[config.mk]
export PLATFORM = sky130hd
export DESIGN_NAME = halt_reset_ctrl
export DESIGN_NICKNAME = d
export VERILOG_FILES = /design/src/rtl/hrc_pkg.sv /design/src/rtl/hrc_sync.sv /design/src/rtl/hrc_edge_det.sv /design/src/rtl/hrc_seq.sv /design/src/rtl/halt_reset_ctrl.sv
export SDC_FILE = /design/constraint.sdc
export NUM_CORES = 1
export LEC_CHECK = 0
export ABC_AREA = 1
export ABC_CLOCK_PERIOD_IN_PS = 1970
export BUFFER_PORTS_ARGS = -buffer_cell sky130_fd_sc_hd__buf_2
export CORE_AREA = 2 2 39 41
export CTS_CLUSTER_DIAMETER = 120
export CTS_CLUSTER_SIZE = 28
export DETAILED_ROUTE_END_ITERATION = 8
export DIE_AREA = 0 0 41 43
export PLACE_DENSITY = 0.57
export REMOVE_ABC_BUFFERS = 1
export SETUP_SLACK_MARGIN = 0.5
export SLEW_MARGIN = 20
export SYNTH_ARGS = -nofsm -noshare
export SYNTH_HDL_FRONTEND = slang
export SYNTH_HIERARCHICAL = 1
export SYNTH_SLANG_ARGS = --single-unit
export TNS_END_PERCENT = 1
[constraint.sdc]
create_clock -name clk -period 1.97 [get_ports clk]
set_clock_uncertainty 0.1 [all_clocks]
set_input_delay 0.197 -clock clk [delete_from_list [all_inputs] [get_ports clk]]
set_output_delay 0.197 -clock clk [all_outputs]
set_load 0.005 [all_outputs]
[src/rtl/hrc_pkg.sv]
package hrc_pkg;

    typedef enum logic {
        ST_RUN  = 1'b0,
        ST_HALT = 1'b1
    } pwr_state_e;

    // Qualified events presented to the sequencer in one cycle
    typedef struct packed {
        logic ext_rst;
        logic wdt_ovf;
        logic irq;
        logic port_fall;
        logic halt_req;
    } wake_evt_t;

    typedef enum logic [2:0] {
        ACT_NONE       = 3'd0,
        ACT_ENTER_HALT = 3'd1,
        ACT_WAKE       = 3'd2,
        ACT_FULL_EXT   = 3'd3,
        ACT_FULL_WDT   = 3'd4,
        ACT_WARM       = 3'd5
    } action_e;

    // Fixed priority: external reset, then watchdog, then wake, then halt.
    function automatic action_e pick_action(input pwr_state_e st, input wake_evt_t ev);
        action_e a;
        a = ACT_NONE;
        if (ev.ext_rst) begin
            a = ACT_FULL_EXT;
        end else if (ev.wdt_ovf) begin
            a = (st == ST_HALT) ? ACT_WARM : ACT_FULL_WDT;
        end else if (st == ST_HALT) begin
            if (ev.irq || ev.port_fall) a = ACT_WAKE;
        end else if (ev.halt_req) begin
            a = ACT_ENTER_HALT;
        end
        return a;
    endfunction

endpackage

[src/rtl/hrc_sync.sv]
module hrc_sync #(
    parameter int STAGES    = 2,
    parameter bit RESET_VAL = 1'b1
) (
    input  logic clk,
    input  logic rst,
    input  logic d,
    output logic q
);
    logic [STAGES-1:0] chain_q;

    generate
        for (genvar i = 0; i < STAGES; i++) begin : g_stage
            if (i == 0) begin : g_first
                always_ff @(posedge clk) begin
                    if (rst) chain_q[0] <= RESET_VAL;
                    else     chain_q[0] <= d;
                end
            end else begin : g_next
                always_ff @(posedge clk) begin
                    if (rst) chain_q[i] <= RESET_VAL;
                    else     chain_q[i] <= chain_q[i-1];
                end
            end
        end
    endgenerate

    assign q = chain_q[STAGES-1];
endmodule

[src/rtl/hrc_edge_det.sv]
module hrc_edge_det #(
    parameter bit RISING    = 1'b1,
    parameter bit RESET_VAL = 1'b0
) (
    input  logic clk,
    input  logic rst,
    input  logic d,
    output logic pulse
);
    logic prev_q;

    always_ff @(posedge clk) begin
        if (rst) prev_q <= RESET_VAL;
        else     prev_q <= d;
    end

    generate
        if (RISING) begin : g_rise
            assign pulse = d & ~prev_q;
        end else begin : g_fall
            assign pulse = prev_q & ~d;
        end
    endgenerate

    // A held level must not re-trigger the detector on the next cycle
    assert_single_pulse_R10: assert property (@(posedge clk) disable iff (rst)
        (pulse && $stable(d)) |=> !pulse);
endmodule

[src/rtl/hrc_seq.sv]
module hrc_seq
    import hrc_pkg::*;
(
    input  logic      clk,
    input  logic      rst,
    input  wake_evt_t ev,
    output logic      halted_o,
    output logic      chip_rst_o,
    output logic      warm_rst_o,
    output logic      wdt_clr_o,
    output logic      pd_o,
    output logic      to_o
);
    pwr_state_e st_q;
    action_e    act;
    logic       chip_rst_q, warm_rst_q, wdt_clr_q, pd_q, to_q;

    assign act = pick_action(st_q, ev);

    always_ff @(posedge clk) begin
        if (rst) begin
            st_q       <= ST_RUN;
            chip_rst_q <= 1'b0;
            warm_rst_q <= 1'b0;
            wdt_clr_q  <= 1'b0;
            pd_q       <= 1'b0;
            to_q       <= 1'b0;
        end else begin
            chip_rst_q <= 1'b0;
            warm_rst_q <= 1'b0;
            wdt_clr_q  <= 1'b0;
            case (act)
                ACT_FULL_EXT: begin
                    st_q       <= ST_RUN;
                    chip_rst_q <= 1'b1;
                    pd_q       <= 1'b0;
                    to_q       <= 1'b0;
                end
                ACT_FULL_WDT: begin
                    st_q       <= ST_RUN;
                    chip_rst_q <= 1'b1;
                    pd_q       <= 1'b0;
                    to_q       <= 1'b1;
                end
                ACT_WARM: begin
                    st_q       <= ST_RUN;
                    warm_rst_q <= 1'b1;
                    to_q       <= 1'b1;
                end
                ACT_WAKE: begin
                    st_q <= ST_RUN;
                end
                ACT_ENTER_HALT: begin
                    st_q      <= ST_HALT;
                    pd_q      <= 1'b1;
                    to_q      <= 1'b0;
                    wdt_clr_q <= 1'b1;
                end
                default: ;
            endcase
        end
    end

    assign halted_o   = (st_q == ST_HALT);
    assign chip_rst_o = chip_rst_q;
    assign warm_rst_o = warm_rst_q;
    assign wdt_clr_o  = wdt_clr_q;
    assign pd_o       = pd_q;
    assign to_o       = to_q;

    assert_halt_entry_R2: assert property (@(posedge clk) disable iff (rst)
        (st_q == ST_RUN && ev.halt_req && !ev.ext_rst && !ev.wdt_ovf)
        |=> (halted_o && pd_q && !to_q && wdt_clr_q && !chip_rst_q && !warm_rst_q));

    assert_ext_reset_R4: assert property (@(posedge clk) disable iff (rst)
        ev.ext_rst |=> (chip_rst_q && !warm_rst_q && !pd_q && !to_q && !halted_o));

    assert_wdt_run_R5: assert property (@(posedge clk) disable iff (rst)
        (st_q == ST_RUN && ev.wdt_ovf && !ev.ext_rst)
        |=> (chip_rst_q && !warm_rst_q && to_q && !pd_q && !halted_o && !wdt_clr_q));

    assert_wdt_halt_R6: assert property (@(posedge clk) disable iff (rst)
        (st_q == ST_HALT && ev.wdt_ovf && !ev.ext_rst)
        |=> (warm_rst_q && !chip_rst_q && to_q && pd_q && !halted_o));

    assert_quiet_wake_R7: assert property (@(posedge clk) disable iff (rst)
        (st_q == ST_HALT && (ev.irq || ev.port_fall) && !ev.ext_rst && !ev.wdt_ovf)
        |=> (!halted_o && !chip_rst_q && !warm_rst_q && $stable(pd_q) && $stable(to_q)));

    assert_halt_no_reclear_R2: assert property (@(posedge clk) disable iff (rst)
        (st_q == ST_HALT && !ev.ext_rst && !ev.wdt_ovf && !ev.irq && !ev.port_fall)
        |=> (halted_o && !wdt_clr_q));

    assert_rst_exclusive_R6: assert property (@(posedge clk) disable iff (rst)
        !(chip_rst_q && warm_rst_q));
endmodule

[src/rtl/halt_reset_ctrl.sv]
module halt_reset_ctrl
    import hrc_pkg::*;
#(
    parameter int SYNC_STAGES = 2
) (
    input  logic clk,
    input  logic rst,
    input  logic halt_req_i,
    input  logic ext_rst_i,
    input  logic irq_i,
    input  logic port_i,
    input  logic wdt_tout_i,
    input  logic wdt_osc_sel_i,
    output logic sys_clk_en_o,
    output logic chip_rst_o,
    output logic warm_rst_o,
    output logic wdt_clr_o,
    output logic pd_flag_o,
    output logic to_flag_o,
    output logic wdt_osc_run_o
);
    logic      port_sync, port_fall, ext_edge, wdt_edge, halted;
    wake_evt_t ev;

    hrc_sync #(.STAGES(SYNC_STAGES), .RESET_VAL(1'b1)) u_port_sync (
        .clk(clk), .rst(rst), .d(port_i), .q(port_sync)
    );

    hrc_edge_det #(.RISING(1'b0), .RESET_VAL(1'b1)) u_port_fall (
        .clk(clk), .rst(rst), .d(port_sync), .pulse(port_fall)
    );

    hrc_edge_det #(.RISING(1'b1), .RESET_VAL(1'b0)) u_ext_edge (
        .clk(clk), .rst(rst), .d(ext_rst_i), .pulse(ext_edge)
    );

    hrc_edge_det #(.RISING(1'b1), .RESET_VAL(1'b0)) u_wdt_edge (
        .clk(clk), .rst(rst), .d(wdt_tout_i), .pulse(wdt_edge)
    );

    always_comb begin
        ev.ext_rst   = ext_edge;
        ev.wdt_ovf   = wdt_edge;
        ev.irq       = irq_i;
        ev.port_fall = port_fall;
        ev.halt_req  = halt_req_i;
    end

    hrc_seq u_seq (
        .clk        (clk),
        .rst        (rst),
        .ev         (ev),
        .halted_o   (halted),
        .chip_rst_o (chip_rst_o),
        .warm_rst_o (warm_rst_o),
        .wdt_clr_o  (wdt_clr_o),
        .pd_o       (pd_flag_o),
        .to_o       (to_flag_o)
    );

    assign sys_clk_en_o  = ~halted;
    assign wdt_osc_run_o = ~halted | wdt_osc_sel_i;

    // Interrupt or pin activity while running must leave the block running
    assert_run_ignores_wake_R9: assert property (@(posedge clk) disable iff (rst)
        (!halted && !halt_req_i && !ext_edge && !wdt_edge)
        |=> (sys_clk_en_o && !chip_rst_o && !warm_rst_o && $stable(pd_flag_o) && $stable(to_flag_o)));
endmodule

== After elaboration in Yosys (flattened, before gate mapping) ==
Index checks and enable logic that the tools add are counted.
Word-level totals
  register bits after elaboration: 11
  input bits: 8
  output and inout port bits: 7
  word-level logic and storage cells: 44
Operators by class
  eq/ne operators: 5
  mux-type cells: 12
  bitwise operators: 8
  reductions and logical operators: 8
Operator list (count)
  $mux 3: 3
  $eq 3x2->1 const B: 2
  $eq 3x3->1 const B: 2
  $pmux 1 s2: 3
  $reduce_bool 2->1: 3
  $reduce_or 2->1: 3
  $mux 1: 5
  $not 1->1: 4
  $reduce_or 4->1: 1
  $and 1x1->1: 3
  $eq 3x1->1 const B: 1
  $mux 2: 1
  $logic_or 1x1->1: 1
  $or 1x1->1: 1

== Logic depth before layout (Yosys ltp) ==
  word-level depth: 10
  depth in mapped cells: 7
  depth with buffers taken out: 7

== Cells and area by module ==
Netlist, hierarchy kept.
By module, submodules not included
  hrc_seq: instances 1, cells each 27, area an instance 225.2 um^2, sequential area each 120.1 um^2
  hrc_edge_det (u_ext_edge ...): instances 2, cells each 4, area an instance 31.3 um^2, sequential area each 20.0 um^2
  hrc_sync: instances 1, cells each 7, area an instance 58.8 um^2, sequential area each 40.0 um^2
  hrc_edge_det (u_port_fall): instances 1, cells each 6, area an instance 38.8 um^2, sequential area each 20.0 um^2
  halt_reset_ctrl: instances 1, cells each 3, area an instance 11.3 um^2, sequential area each 0.0 um^2

== Worst setup path after synthesis ==
OpenSTA, ideal clock, no wires.
  path kind: register to register
  from: register u_wdt_edge.prev_q
  to: register u_seq.to_q, in the netlist u_seq/to_o
  library setup time: 0.116 ns
  data arrival time: 0.802 ns
  required time: 1.754 ns
  path slack: 0.951 ns
  stages on the path, launching flop included: 7
  buffers on the path: 0
  clock period less this slack: 1.019 ns
  cells stage by stage: dfxtp_1 nor2_1 inv_2 nand2_1 nand2_1 nand3_1 a21oi_1
Between the ends
  longest elaborated chain between the ends: 7
  elaborated cells on any way between the ends: 12
RTL lines
  start: declaration: line hrc_edge_det.sv:10  | logic prev_q;
  start signal: assignment: line hrc_edge_det.sv:13  | if (rst) prev_q <= RESET_VAL;
  start signal: assignment: line hrc_edge_det.sv:14  | else prev_q <= d;
  $not 1->1 (*): line hrc_edge_det.sv:19  | assign pulse = d & ~prev_q;
  $and 1x1->1 (*): line hrc_edge_det.sv:19
  named net wdt_edge: line halt_reset_ctrl.sv:22  | logic port_sync, port_fall, ext_edge, wdt_edge, halted;
  $mux 3 (*): line hrc_pkg.sv:32  | end else if (ev.wdt_ovf) begin
  $mux 3 (*): line hrc_pkg.sv:30  | if (ev.ext_rst) begin
  $eq 3x2->1, or another cell as far along: line hrc_seq.sv:32  | case (act)
  $reduce_or 2->1 (no source line)
  $pmux 1 s2 / $reduce_bool 2->1 (equally long branches)
  end signal: assignment: line hrc_seq.sv:27  | to_q <= 1'b0;
  end signal: assignment: line hrc_seq.sv:37  | to_q <= 1'b0;
  end signal: assignment: line hrc_seq.sv:43  | to_q <= 1'b1;
  end: declaration: line hrc_seq.sv:16  | logic chip_rst_q, warm_rst_q, wdt_clr_q, pd_q, to_q;
The timed path passes the listed nets; every way through them passes the cells marked *.
A chain may end at the register's enable or synchronous reset.

== Final worst setup path ==
  from: register u_seq.st_q, in the netlist u_seq/halted_o
  to: output wdt_osc_run_o
Between the ends
  longest elaborated chain between the ends: 2
RTL lines
  start: declaration: line hrc_seq.sv:14  | pwr_state_e st_q;
  start signal: assignment: line hrc_seq.sv:22  | st_q <= ST_RUN;
  start signal: assignment: line hrc_seq.sv:34  | st_q <= ST_RUN;
  start signal: assignment: line hrc_seq.sv:40  | st_q <= ST_RUN;
  $not 1->1: line halt_reset_ctrl.sv:62  | assign wdt_osc_run_o = ~halted | wdt_osc_sel_i;
  $or 1x1->1: line halt_reset_ctrl.sv:62
  end: declaration: line halt_reset_ctrl.sv:20  | output logic wdt_osc_run_o
No other way between the ends.

==> results.json <==
{
  "clkTransAtPathRegs_ns": 0.07,
  "drtIter0Drc": 4,
  "hold_class": "input port to register",
  "drc_errors": 0,
  "p_int_uw": 330.6,
  "cpPeakStageDelay_ns": 0.43,
  "wl_um": 664,
  "antenna_found_initial": 0,
  "timing.hold.ws_ns": 0.04660,
  "slew_viol_final": 0,
  "critPathTopFamily": "flip-flops",
  "crit_slowest_cell": "dfxtp_1",
  "yosysWarnings": 6,
  "die_w_um": 41,
  "critPathRequiredTime_ns": 1.67,
  "dr_total_vias": 342,
  "rsz0062_at_grt": "no",
  "p_clk_share_pct": 34.7,
  "outcome": "finished, final reports clean",
  "maxCapViolCount": 0,
  "grt_pass1_vias": 265,
  "hold_buffers": 1,
  "synth_area_per_cell_um2": 7.777,
  "crit_buf_inv": 1,
  "vdd_drop_max_mv": 0.3491,
  "crit_arrival_ns": 0.88,
  "worst_slew_pin_slew_ns": 0.3298,
  "final.setup.worst_slack_ns": 0.7883,
  "combPwrFrac_pct": 10.2,
  "netlist_instances": 51,
  "cts-buffers-inserted": 3,
  "ys_seq_area_share_pct": 55.52,
  "row_count": 14,
  "p_seq_share_pct": 55.1,
  "synth_area_um2": 396.6,
  "clk_path_buf_depth": 2,
  "initial_core_util_pct": 28.66,
  "tns_ns": 0,
  "ys_seq_elements": 11,
  "r2r_slack_ns": 0.85,
  "synth_area_leader_cell": "dfxtp_1",
  "cts_tree": "yes",
  "relSlewSlack_pct": 77.93,
  "portBuffers": 14,
  "grt.overflow.total": 0,
  "fill_cells": 158,
  "worstSkewPairLatency_ns": 0.26,
  "die_h_um": 43,
  "p_leak_nw": 0.2903,
  "fin_crit_ns": 1.182,
  "final-setup-viol-count": 0,
  "final_nets": 79,
  "cts-resized-gates": 0,
  "post_drt_via_cell_ratio": 3.977,
  "start_kind": "register",
  "die_area_mm2": 0.001763,
  "grt.total_usage_pct": 8.669,
  "swShare_pct": 23.13,
  "final_cell_mix": "14 x buf_2, 12 x inv_1, 11 x dfxtp_1",
  "pre_cts_slack_ns": 0.8375,
  "powerDensity_mw_per_mm2": 822.4,
  "area_growth_syn_to_layout_pct": 31.86,
  "core_mm2": 0.001384,
  "root_buffer": "clkbuf_4",
  "clock.fmax_mhz": 846.2,
  "hold_viol_final": 0,
  "post-route-period-util_pct": 59.98,
  "cts_setup_buffers": 0,
  "synth_top_area_share_pct": 55.52,
  "layout_commonest_cell": "buf_2",
  "place_congestion": 0.6728,
  "pin_count": 15,
  "synth.top_cells.by_area": "dfxtp_1 56%, inv_1 11%, nand2_1 8.5%",
  "drive_above_1_share_pct": 31.43,
  "ctsHtreeMaxLevel": 1,
  "diodes": 0,
  "worstSetupPathType": "register to output pin",
  "cp_max_fo": 6,
  "ys_types": 10,
  "crit_chain": "nand2_1 -> buf_2",
  "cts_sinks": 11,
  "switching_power_uw": 99.48,
  "crit_path_end_kind": "output pin",
  "p_total_uw": 430.1,
  "grt_pass1_wl_um": 993,
  "ant_nets": 0,
  "dp_hpwl_um": 488.6,
  "wl_per_cell_um": 7.721,
  "grt_max_degree": 11,
  "firstDrtPassIters": 4
}
## flip-flops by register name (all words and copies together), names as in the netlist
name	flops
u_port_sync/q	1
u_seq/chip_rst_o	1
u_wdt_edge/prev_q	1
u_ext_edge/prev_q	1
u_seq/to_o	1
u_port_fall/prev_q	1
u_seq/halted_o	1
u_seq/pd_o	1
u_seq/warm_rst_o	1
u_seq/wdt_clr_o	1
u_port_sync/chain_q	1
## metrics by stage
stage          utilization, %  instances  area, um^2
5_1_grt                 37.79         86       523.0
3_5_place_dp            35.17         81       486.7
6_report                37.79         86       523.0
4_1_cts                 37.79         86       523.0
3_3_place_gp            35.17         81       486.7
2_1_floorplan               -         51       396.6
## cells by family after synthesis
logic type             after synthesis  synth area share [%]
and+or+nand+nor                     22                 24.29
DFF                                 11                 55.52
buffers and inverters               14                 13.25
AOI/OAI and AO/OA                    4                 6.941
## path summary, 6_finish.rpt
path                                startpoint                           end  cells after the start
max reg2reg       u_wdt_edge/prev_q$_SDFF_PP0_       u_seq/to_o$_SDFFE_PP0P_                      6
min reg2reg  u_port_sync/chain_q[0]$_SDFF_PP1_      u_port_sync/q$_SDFF_PP1_                      2
max                u_seq/halted_o$_SDFFE_PP0P_                 wdt_osc_run_o                      2
min                                 wdt_tout_i  u_wdt_edge/prev_q$_SDFF_PP0_                      3
## power by group through the flow
stage | registers, mW | logic, mW | clock network (mW)
floorplan | 0.243 | 0.0233 | 0
global placement | 0.242 | 0.0429 | 0
detailed placement | 0.242 | 0.0430 | 0
CTS | 0.237 | 0.0448 | 0.156
global route | 0.238 | 0.0504 | 0.170
finish | 0.237 | 0.0440 | 0.149
## final cells by class
class	count	area [um^2]	area share, %
Multi-Input combinational cell	26	123.9	23.68
Sequential cell	11	220.2	42.11
Clock buffer	4	26.28	5.024
Tap cell	16	20.02	3.828
Inverter	14	52.55	10.05
Timing Repair Buffer	15	80.08	15.31
## worst reg2reg max path: stages (launching register included)
cell and delay [ns]:
dfxtp_1 0.30, nor2_1 0.28, inv_2 0.10, nand2_1 0.07, nand2_1 0.05, nand3_1 0.06
a21oi_1 0.06
## synthesized netlist by cell type (all sizes together)
cell	n
dfxtp	11
a21oi	4
nand3	2
nand2	9
nor2	9
nand4	2
inv	14
## routing by layer
layer  vias to the layer above  part of all wire, %  track usage (%)
met5                         -                    0                0
met4                         0                    0            6.000
met3                         0                  8.9            5.236
met2                        11                   45            10.94
met1                       144                   46            10.42
li1                        187                    -                -
No activity file was read; power rests on OpenSTA's default activity.
